## config.mk

```make
export PLATFORM = sky130hd
export DESIGN_NAME = dglitch_filter
export DESIGN_NICKNAME = d
export VERILOG_FILES = /design/src/rtl/dglitch_pkg.sv /design/src/rtl/dgf_tick.sv /design/src/rtl/dgf_regs.sv /design/src/rtl/dgf_chan.sv /design/src/rtl/dglitch_filter.sv
export SDC_FILE = /design/constraint.sdc
export NUM_CORES = 2
export LEC_CHECK = 0
export BUFFER_PORTS_ARGS = -buffer_cell sky130_fd_sc_hd__buf_4
export CELL_PAD_IN_SITES_DETAIL_PLACEMENT = 0
export CELL_PAD_IN_SITES_GLOBAL_PLACEMENT = 1
export CORE_ASPECT_RATIO = 1.1
export CORE_MARGIN = 4
export CORE_UTILIZATION = 45
export DETAILED_ROUTE_END_ITERATION = 7
export PLACE_DENSITY = 0.84
export SYNTH_ARGS = -nofsm -noshare
export SYNTH_HDL_FRONTEND = slang
export SYNTH_SLANG_ARGS = --single-unit
```

## constraint.sdc

```tcl
create_clock -name clk -period 3.6 [get_ports clk]
set_clock_uncertainty 0.2 [all_clocks]
set_input_delay 0.9 -clock clk [delete_from_list [all_inputs] [get_ports clk]]
set_output_delay 0.9 -clock clk [all_outputs]
set_load 0.02 [all_outputs]
```

## src/rtl/dglitch_pkg.sv

```systemverilog
package dglitch_pkg;
    localparam int PORT_W = 8;
    localparam logic [7:0] IVAL_BASE   = 8'h08;
    localparam logic [7:0] MASK_BASE   = 8'h44;
    localparam logic [7:0] MASK_STRIDE = 8'h10;

    typedef enum logic {
        CH_IDLE  = 1'b0,
        CH_COUNT = 1'b1
    } ch_state_e;
endpackage

```

## src/rtl/dgf_tick.sv

```systemverilog
module dgf_tick #(
    parameter int DIV = 20
) (
    input  logic clk,
    input  logic rst_n,
    output logic tick
);
    localparam int CW = (DIV > 1) ? $clog2(DIV) : 1;
    localparam logic [CW-1:0] LAST = CW'(DIV - 1);

    logic [CW-1:0] cnt_q;

    always_ff @(posedge clk) begin
        if (!rst_n || cnt_q == LAST) cnt_q <= '0;
        else                         cnt_q <= cnt_q + 1'b1;
    end

    assign tick = (cnt_q == LAST);

    if (DIV > 1) begin : g_gap_chk
        AST_TICK_GAP: assert property (@(posedge clk) disable iff (!rst_n)
            tick |=> !tick);
    end
endmodule

```

## src/rtl/dgf_regs.sv

```systemverilog
module dgf_regs
    import dglitch_pkg::*;
#(
    parameter int NUM_PORTS = 4,
    parameter int IVAL_W    = 20
) (
    input  logic                        clk,
    input  logic                        rst_n,
    input  logic                        reg_wr,
    input  logic [7:0]                  reg_addr,
    input  logic [7:0]                  reg_wdata,
    output logic [7:0]                  reg_rdata,
    output logic [IVAL_W-1:0]           ival,
    output logic [NUM_PORTS*PORT_W-1:0] en
);
    localparam int IVAL_BYTES = (IVAL_W + 7) / 8;

    logic [IVAL_W-1:0]        ival_q, ival_d;
    logic [PORT_W-1:0]        mask_q [NUM_PORTS];
    logic [IVAL_BYTES*8-1:0]  ival_wide;

    always_comb begin
        ival_wide = '0;
        ival_wide[IVAL_W-1:0] = ival_q;
        for (int b = 0; b < IVAL_BYTES; b++) begin
            if (reg_wr && reg_addr == 8'(IVAL_BASE + b))
                ival_wide[b*8 +: 8] = reg_wdata;
        end
        ival_d = ival_wide[IVAL_W-1:0];
    end

    always_ff @(posedge clk) begin
        if (!rst_n) begin
            ival_q <= '0;
            for (int p = 0; p < NUM_PORTS; p++) mask_q[p] <= '0;
        end else begin
            ival_q <= ival_d;
            for (int p = 0; p < NUM_PORTS; p++) begin
                if (reg_wr && reg_addr == 8'(MASK_BASE + p * MASK_STRIDE))
                    mask_q[p] <= reg_wdata;
            end
        end
    end

    always_comb begin
        logic [IVAL_BYTES*8-1:0] rd_wide;
        rd_wide = '0;
        rd_wide[IVAL_W-1:0] = ival_q;
        reg_rdata = 8'h00;
        for (int b = 0; b < IVAL_BYTES; b++) begin
            if (reg_addr == 8'(IVAL_BASE + b)) reg_rdata = rd_wide[b*8 +: 8];
        end
        for (int p = 0; p < NUM_PORTS; p++) begin
            if (reg_addr == 8'(MASK_BASE + p * MASK_STRIDE)) reg_rdata = mask_q[p];
        end
    end

    for (genvar p = 0; p < NUM_PORTS; p++) begin : g_en
        assign en[p*PORT_W +: PORT_W] = mask_q[p];
    end

    assign ival = ival_q;

    AST_IVAL_HOLD: assert property (@(posedge clk) disable iff (!rst_n)
        !reg_wr |=> $stable(ival_q));
    AST_MASK0_HOLD: assert property (@(posedge clk) disable iff (!rst_n)
        !reg_wr |=> $stable(mask_q[0]));
endmodule

```

## src/rtl/dgf_chan.sv

```systemverilog
module dgf_chan
    import dglitch_pkg::*;
#(
    parameter int IVAL_W = 20
) (
    input  logic              clk,
    input  logic              rst_n,
    input  logic              din_raw,
    input  logic              tick,
    input  logic              en,
    input  logic [IVAL_W-1:0] ival,
    output logic              dout
);
    logic              s1_q, s2_q;
    logic              out_q, out_d;
    ch_state_e         st_q, st_d;
    logic [IVAL_W-1:0] cnt_q, cnt_d;
    logic [IVAL_W:0]   cnt_inc;
    logic              pass;

    always_ff @(posedge clk) begin
        if (!rst_n) begin
            s1_q <= 1'b0;
            s2_q <= 1'b0;
        end else begin
            s1_q <= din_raw;
            s2_q <= s1_q;
        end
    end

    assign pass    = !en || (ival == '0);
    assign cnt_inc = {1'b0, cnt_q} + 1'b1;

    always_ff @(posedge clk) begin
        if (!rst_n) begin
            st_q  <= CH_IDLE;
            cnt_q <= '0;
            out_q <= 1'b0;
        end else begin
            st_q  <= st_d;
            cnt_q <= cnt_d;
            out_q <= out_d;
        end
    end

    always_comb begin
        st_d  = st_q;
        cnt_d = cnt_q;
        out_d = out_q;
        unique case (st_q)
            CH_IDLE: begin
                if (s2_q != out_q) begin
                    if (pass) begin
                        out_d = s2_q;
                    end else begin
                        st_d  = CH_COUNT;
                        cnt_d = '0;
                    end
                end
            end
            CH_COUNT: begin
                if (s2_q == out_q) begin
                    st_d  = CH_IDLE;
                    cnt_d = '0;
                end else if (pass) begin
                    out_d = s2_q;
                    st_d  = CH_IDLE;
                    cnt_d = '0;
                end else if (tick) begin
                    if (cnt_inc >= {1'b0, ival}) begin
                        out_d = s2_q;
                        st_d  = CH_IDLE;
                        cnt_d = '0;
                    end else begin
                        cnt_d = cnt_inc[IVAL_W-1:0];
                    end
                end
            end
            default: st_d = CH_IDLE;
        endcase
    end

    assign dout = out_q;

    AST_OUT_FROM_SYNC: assert property (@(posedge clk) disable iff (!rst_n)
        !$stable(out_q) |-> out_q == $past(s2_q));
    AST_BYPASS_FOLLOW: assert property (@(posedge clk) disable iff (!rst_n)
        !en |=> out_q == $past(s2_q));
    AST_FILT_NO_EARLY: assert property (@(posedge clk) disable iff (!rst_n)
        (en && ival != '0 && !tick) |=> $stable(out_q));
    AST_ZERO_IVAL: assert property (@(posedge clk) disable iff (!rst_n)
        (en && ival == '0) |=> out_q == $past(s2_q));
endmodule

```

## src/rtl/dglitch_filter.sv

```systemverilog
module dglitch_filter
    import dglitch_pkg::*;
#(
    parameter int NUM_PORTS = 4,
    parameter int IVAL_W    = 20,
    parameter int TICK_DIV  = 20
) (
    input  logic                        clk,
    input  logic                        rst_n,
    input  logic                        reg_wr,
    input  logic [7:0]                  reg_addr,
    input  logic [7:0]                  reg_wdata,
    output logic [7:0]                  reg_rdata,
    input  logic [NUM_PORTS*PORT_W-1:0] din,
    output logic [NUM_PORTS*PORT_W-1:0] dout
);
    localparam int NUM_CH = NUM_PORTS * PORT_W;

    logic              tick;
    logic [IVAL_W-1:0] ival;
    logic [NUM_CH-1:0] en;

    dgf_tick #(.DIV(TICK_DIV)) u_tick (
        .clk  (clk),
        .rst_n(rst_n),
        .tick (tick)
    );

    dgf_regs #(.NUM_PORTS(NUM_PORTS), .IVAL_W(IVAL_W)) u_regs (
        .clk      (clk),
        .rst_n    (rst_n),
        .reg_wr   (reg_wr),
        .reg_addr (reg_addr),
        .reg_wdata(reg_wdata),
        .reg_rdata(reg_rdata),
        .ival     (ival),
        .en       (en)
    );

    for (genvar c = 0; c < NUM_CH; c++) begin : g_ch
        dgf_chan #(.IVAL_W(IVAL_W)) u_chan (
            .clk    (clk),
            .rst_n  (rst_n),
            .din_raw(din[c]),
            .tick   (tick),
            .en     (en[c]),
            .ival   (ival),
            .dout   (dout[c])
        );
    end
endmodule

```

==> metrics list <==
- Across all setup checks in the final design, the least slack found is -0.118 ns.
- CTS Buffer Depth: 3
- The number of max-slew violations in the final report is 0.
- The region available for standard cell placement spans 125000 µm².
* Global route overflow: 0
* Length in cells of the worst reg-to-reg path: 14
- Detailed router's first-iteration violation count: 4094
- Prior to clock tree synthesis, the placed netlist has a worst setup slack of -0.214 ns.
* Effective utilization at floorplan: 0.453
- Nature of the critical path endpoint: flip-flop
* Detail Route Antenna Nets: 0
- CTS built an H-tree with a depth of 3.
- Routed len/inst: 20.2 µm
- In the final routing, the length of wire on met1 measures 79.8 mm.
* Routability cong.: 0.900
- Most common cell after layout, fill and taps aside: sky130_fd_sc_hd__buf_4
- The via count of the first global-routing pass was 51500.
- Highest metal layer used by the detailed router: met5
* Final period utilization: 1.03
- The number of nets in the synthesized netlist is 7467.
* Launching point of the worst reg2reg path: g_ch[5].u_chan.cnt_q[0]$_SDFFE_PN0P_
* Maximum number of pins on one net before global-route repair: 124
* TritonCTS sink count: 825
- Post-synth design cell area: 56700 µm²
- Share of layout cells above drive strength 1: 0.258
* Share of synthesized registers carrying an async set or reset: 0
* Yosys warning count: 0
- Maximum vdd ir drop: 0.359 mV
- Worst Max-Slew Pin Slew: 1.16 ns
- Required @ worst endpoint: 4.04 ns
- After floorplanning, the core was divided into 136 placement rows.
- Area Overhead vs Synth: 28.1%
- Setup repair after global routing could not meet its margin everywhere.
- Max Cap Violations: 0
* Leakage: 31.6 nW
- Clock edge transition at the registers on the reported setup and hold paths: 0.06 ns
* Fmax: 269 MHz
* Violations in the final reports: negative setup slack
- Total global-route track usage: 0.260
- In this run the worst setup path terminates at g_ch[5].u_chan.cnt_q[1]$_SDFFE_PN0P_.
* Wire length on met3: 13.0 mm
- Cells after Synth: 6743
* Crit path DAT: 4.16 ns
- First-pass DRT Iterations: 6
* Capture instance of the worst register-to-register path: g_ch[5].u_chan.cnt_q[1]$_SDFFE_PN0P_
- Final wirelength: 186 mm
* Detailed-routed wire length on met2: 85.6 mm
- Clock tree synthesis selected as its root buffer the cell sky130_fd_sc_hd__clkbuf_16.
- Final hold violation count: 0
- Mean cell area of the mapped netlist: 8.41 µm²
- Number of buffers inserted by hold repair at cts: 0
* Avg Vias per Cell: 5.91
- Setup slack on the worst reg-to-reg path comes out at -0.12 ns.
- Inserted Clock Buffers: 95
* Final HPWL DP: 125 mm
- Vias: 54400
* Wire length of the first global-routing pass: 280 mm
- For this design the ratio of total power to cell area is 278 nW/µm².
- Final setup vio count: 67
- For this run, design rule violations remaining after detail routing come to 0.
* Filler cells: 10800
* Buffers added on ports: 90
- Largest fanout on the critical path: 6
* Kind of launch point of the worst setup path: flip-flop
- Number of antenna violations at the first check in global routing: 9
- TritonCTS clock tree: built
- The floorplan step set the die height to 380 µm.
* Source of the critical timing path: g_ch[5].u_chan.cnt_q[0]$_SDFFE_PN0P_
- Insertion delay to the later sink of the worst-skew pair: 0.72 ns
- The die covers 132000 µm².
* Post-layout power: 20.2 mW
- Netlist cell types: 100
- The library cells used most frequently in the layout, excluding fill and tap cells, are 843 x sky130_fd_sc_hd__buf_4, 701 x sky130_fd_sc_hd__nand2_1, 693 x sky130_fd_sc_hd__dfxtp_1.
- In this run the worst hold path is classified as input port to flip-flop.
- Slew margin rel.: 0.217
* Layout net count: 8197
- For the finished layout, the period the worst path requires is 3.72 ns.
- Outcome: finished, violations left
* Most instantiated flip-flop cell in the synthesis netlist: sky130_fd_sc_hd__dfxtp_1
- Number of I/O pins: 91
* Critical hold path startpoint: din[7]
- Post-synth EDFFs: 32
* Seq/Total Area, Yosys: 0.297
- Critical setup path kind: flip-flop to flip-flop
- In this run the horizontal extent of the chip is 346 µm.
- Accumulated negative setup slack: -3.22 ns
- After synthesis the netlist holds a flip-flop and latch count of 825.
==> timing repair <==
action,4_1_cts,5_1_grt
resized for setup,147,838
setup buffers,34,123
endpoints found under the setup margin,288,681
gates cloned,4,20
pin swaps,83,381
==> worst max-delay path: stages, from the launching register on <==
cell,delay [ns]
sky130_fd_sc_hd__dfxtp_4,0.37
sky130_fd_sc_hd__ha_4,0.15
sky130_fd_sc_hd__nand4_1,0.17
sky130_fd_sc_hd__or4_4,0.60
sky130_fd_sc_hd__nor2_4,0.15
sky130_fd_sc_hd__xor2_2,0.17
sky130_fd_sc_hd__ha_1,0.28
sky130_fd_sc_hd__a21o_1,0.20
sky130_fd_sc_hd__a21oi_2,0.12
sky130_fd_sc_hd__o211ai_1,0.15
sky130_fd_sc_hd__a211oi_4,0.28
sky130_fd_sc_hd__o211ai_4,0.14
sky130_fd_sc_hd__or3_4,0.45
sky130_fd_sc_hd__inv_4,0.12
sky130_fd_sc_hd__a22o_1,0.12
==> cells by family after synthesis <==
kind of cell / share of synthesized area
muxes: 0.0177
adders and majority gates: 0.149
xor gates and xnor gates: 0.0918
AOI/OAI and AO/OA: 0.172
buffers and inverters: 0.0337
DFF: 0.297
and+or+nand+nor: 0.239
==> stage by stage <==
step           instance area [µm²]   util  hold slack [ns]  instances
6_report                     72600  0.580            0.192       9207
5_1_grt                      72600  0.580            0.193       9204
2_1_floorplan                57100      -            0.212       6743
3_5_place_dp                 64000  0.512            0.218       8863
4_1_cts                      68100  0.544            0.159       9072
3_3_place_gp                 64000  0.512            0.214       8863
==> registers in the layout, indices dropped and copies added (netlist names) <==
name               cells
u_regs.mask_q         32
u_tick.cnt_q           5
g_ch.u_chan.st_q      32
g_ch.u_chan.dout      32
g_ch.u_chan.s1_q      32
g_ch.u_chan.s2_q      32
u_regs.ival           20
g_ch.u_chan.cnt_q    640
==> worst min-delay path by stage <==
stage	cells past startpoint	end	slack (ns)
3_5_place_dp	1	g_ch[14].u_chan.s2_q$_SDFF_PN0_	0.22
2_1_floorplan	1	g_ch[0].u_chan.s2_q$_SDFF_PN0_	0.21
5_1_grt	2	g_ch[8].u_chan.s1_q$_SDFF_PN0_	0.19
6_report	2	g_ch[7].u_chan.s1_q$_SDFF_PN0_	0.19
3_3_place_gp	1	g_ch[29].u_chan.s2_q$_SDFF_PN0_	0.21
4_1_cts	2	g_ch[27].u_chan.s1_q$_SDFF_PN0_	0.16
==> final cells by class <==
class                      count  area (µm²)  share of cell area
timing repair inverter         1        6.26           0.0000862
clock inverter                32         418             0.00576
tap                         1656        2070              0.0285
multi-input combinational   5469       41900               0.577
antenna                        3        7.51            0.000103
inverter                     132         532             0.00732
sequential                   825       17000               0.234
timing repair buffer         949        7850               0.108
clock buffer                 140        2790              0.0384
==> synthesized netlist by cell type, types with 141 or more instances <==
library cell | instances | area share
sky130_fd_sc_hd__a21o_1 | 141 | 0.019
sky130_fd_sc_hd__a21oi_1 | 407 | 0.036
sky130_fd_sc_hd__a22o_1 | 171 | 0.026
sky130_fd_sc_hd__and2_1 | 143 | 0.016
sky130_fd_sc_hd__and3_1 | 194 | 0.021
sky130_fd_sc_hd__clkbuf_1 | 226 | 0.015
sky130_fd_sc_hd__dfxtp_1 | 793 | 0.28
sky130_fd_sc_hd__ha_1 | 673 | 0.15
sky130_fd_sc_hd__nand2_1 | 717 | 0.047
sky130_fd_sc_hd__nand3_1 | 436 | 0.038
sky130_fd_sc_hd__nand4_1 | 213 | 0.024
sky130_fd_sc_hd__nor2_1 | 417 | 0.028
sky130_fd_sc_hd__o21ai_0 | 263 | 0.023
sky130_fd_sc_hd__xnor2_1 | 363 | 0.056
sky130_fd_sc_hd__xor2_1 | 231 | 0.036
==> where the power goes <==
part / total [mW] / switching, mW / internal (mW)
clock: 10.2 / 4.20 / 5.99
sequential: 9.32 / 0.0805 / 9.24
combinational: 0.649 / 0.446 / 0.203
==> per-layer routing <==
layer	GRT usage	vias to the layer above
met1	0.338	26100
met2	0.430	1667
met4	0.0950	10
met3	0.0464	407
li1	-	26200
met5	0	-
Power figures use the tool's default switching activity.
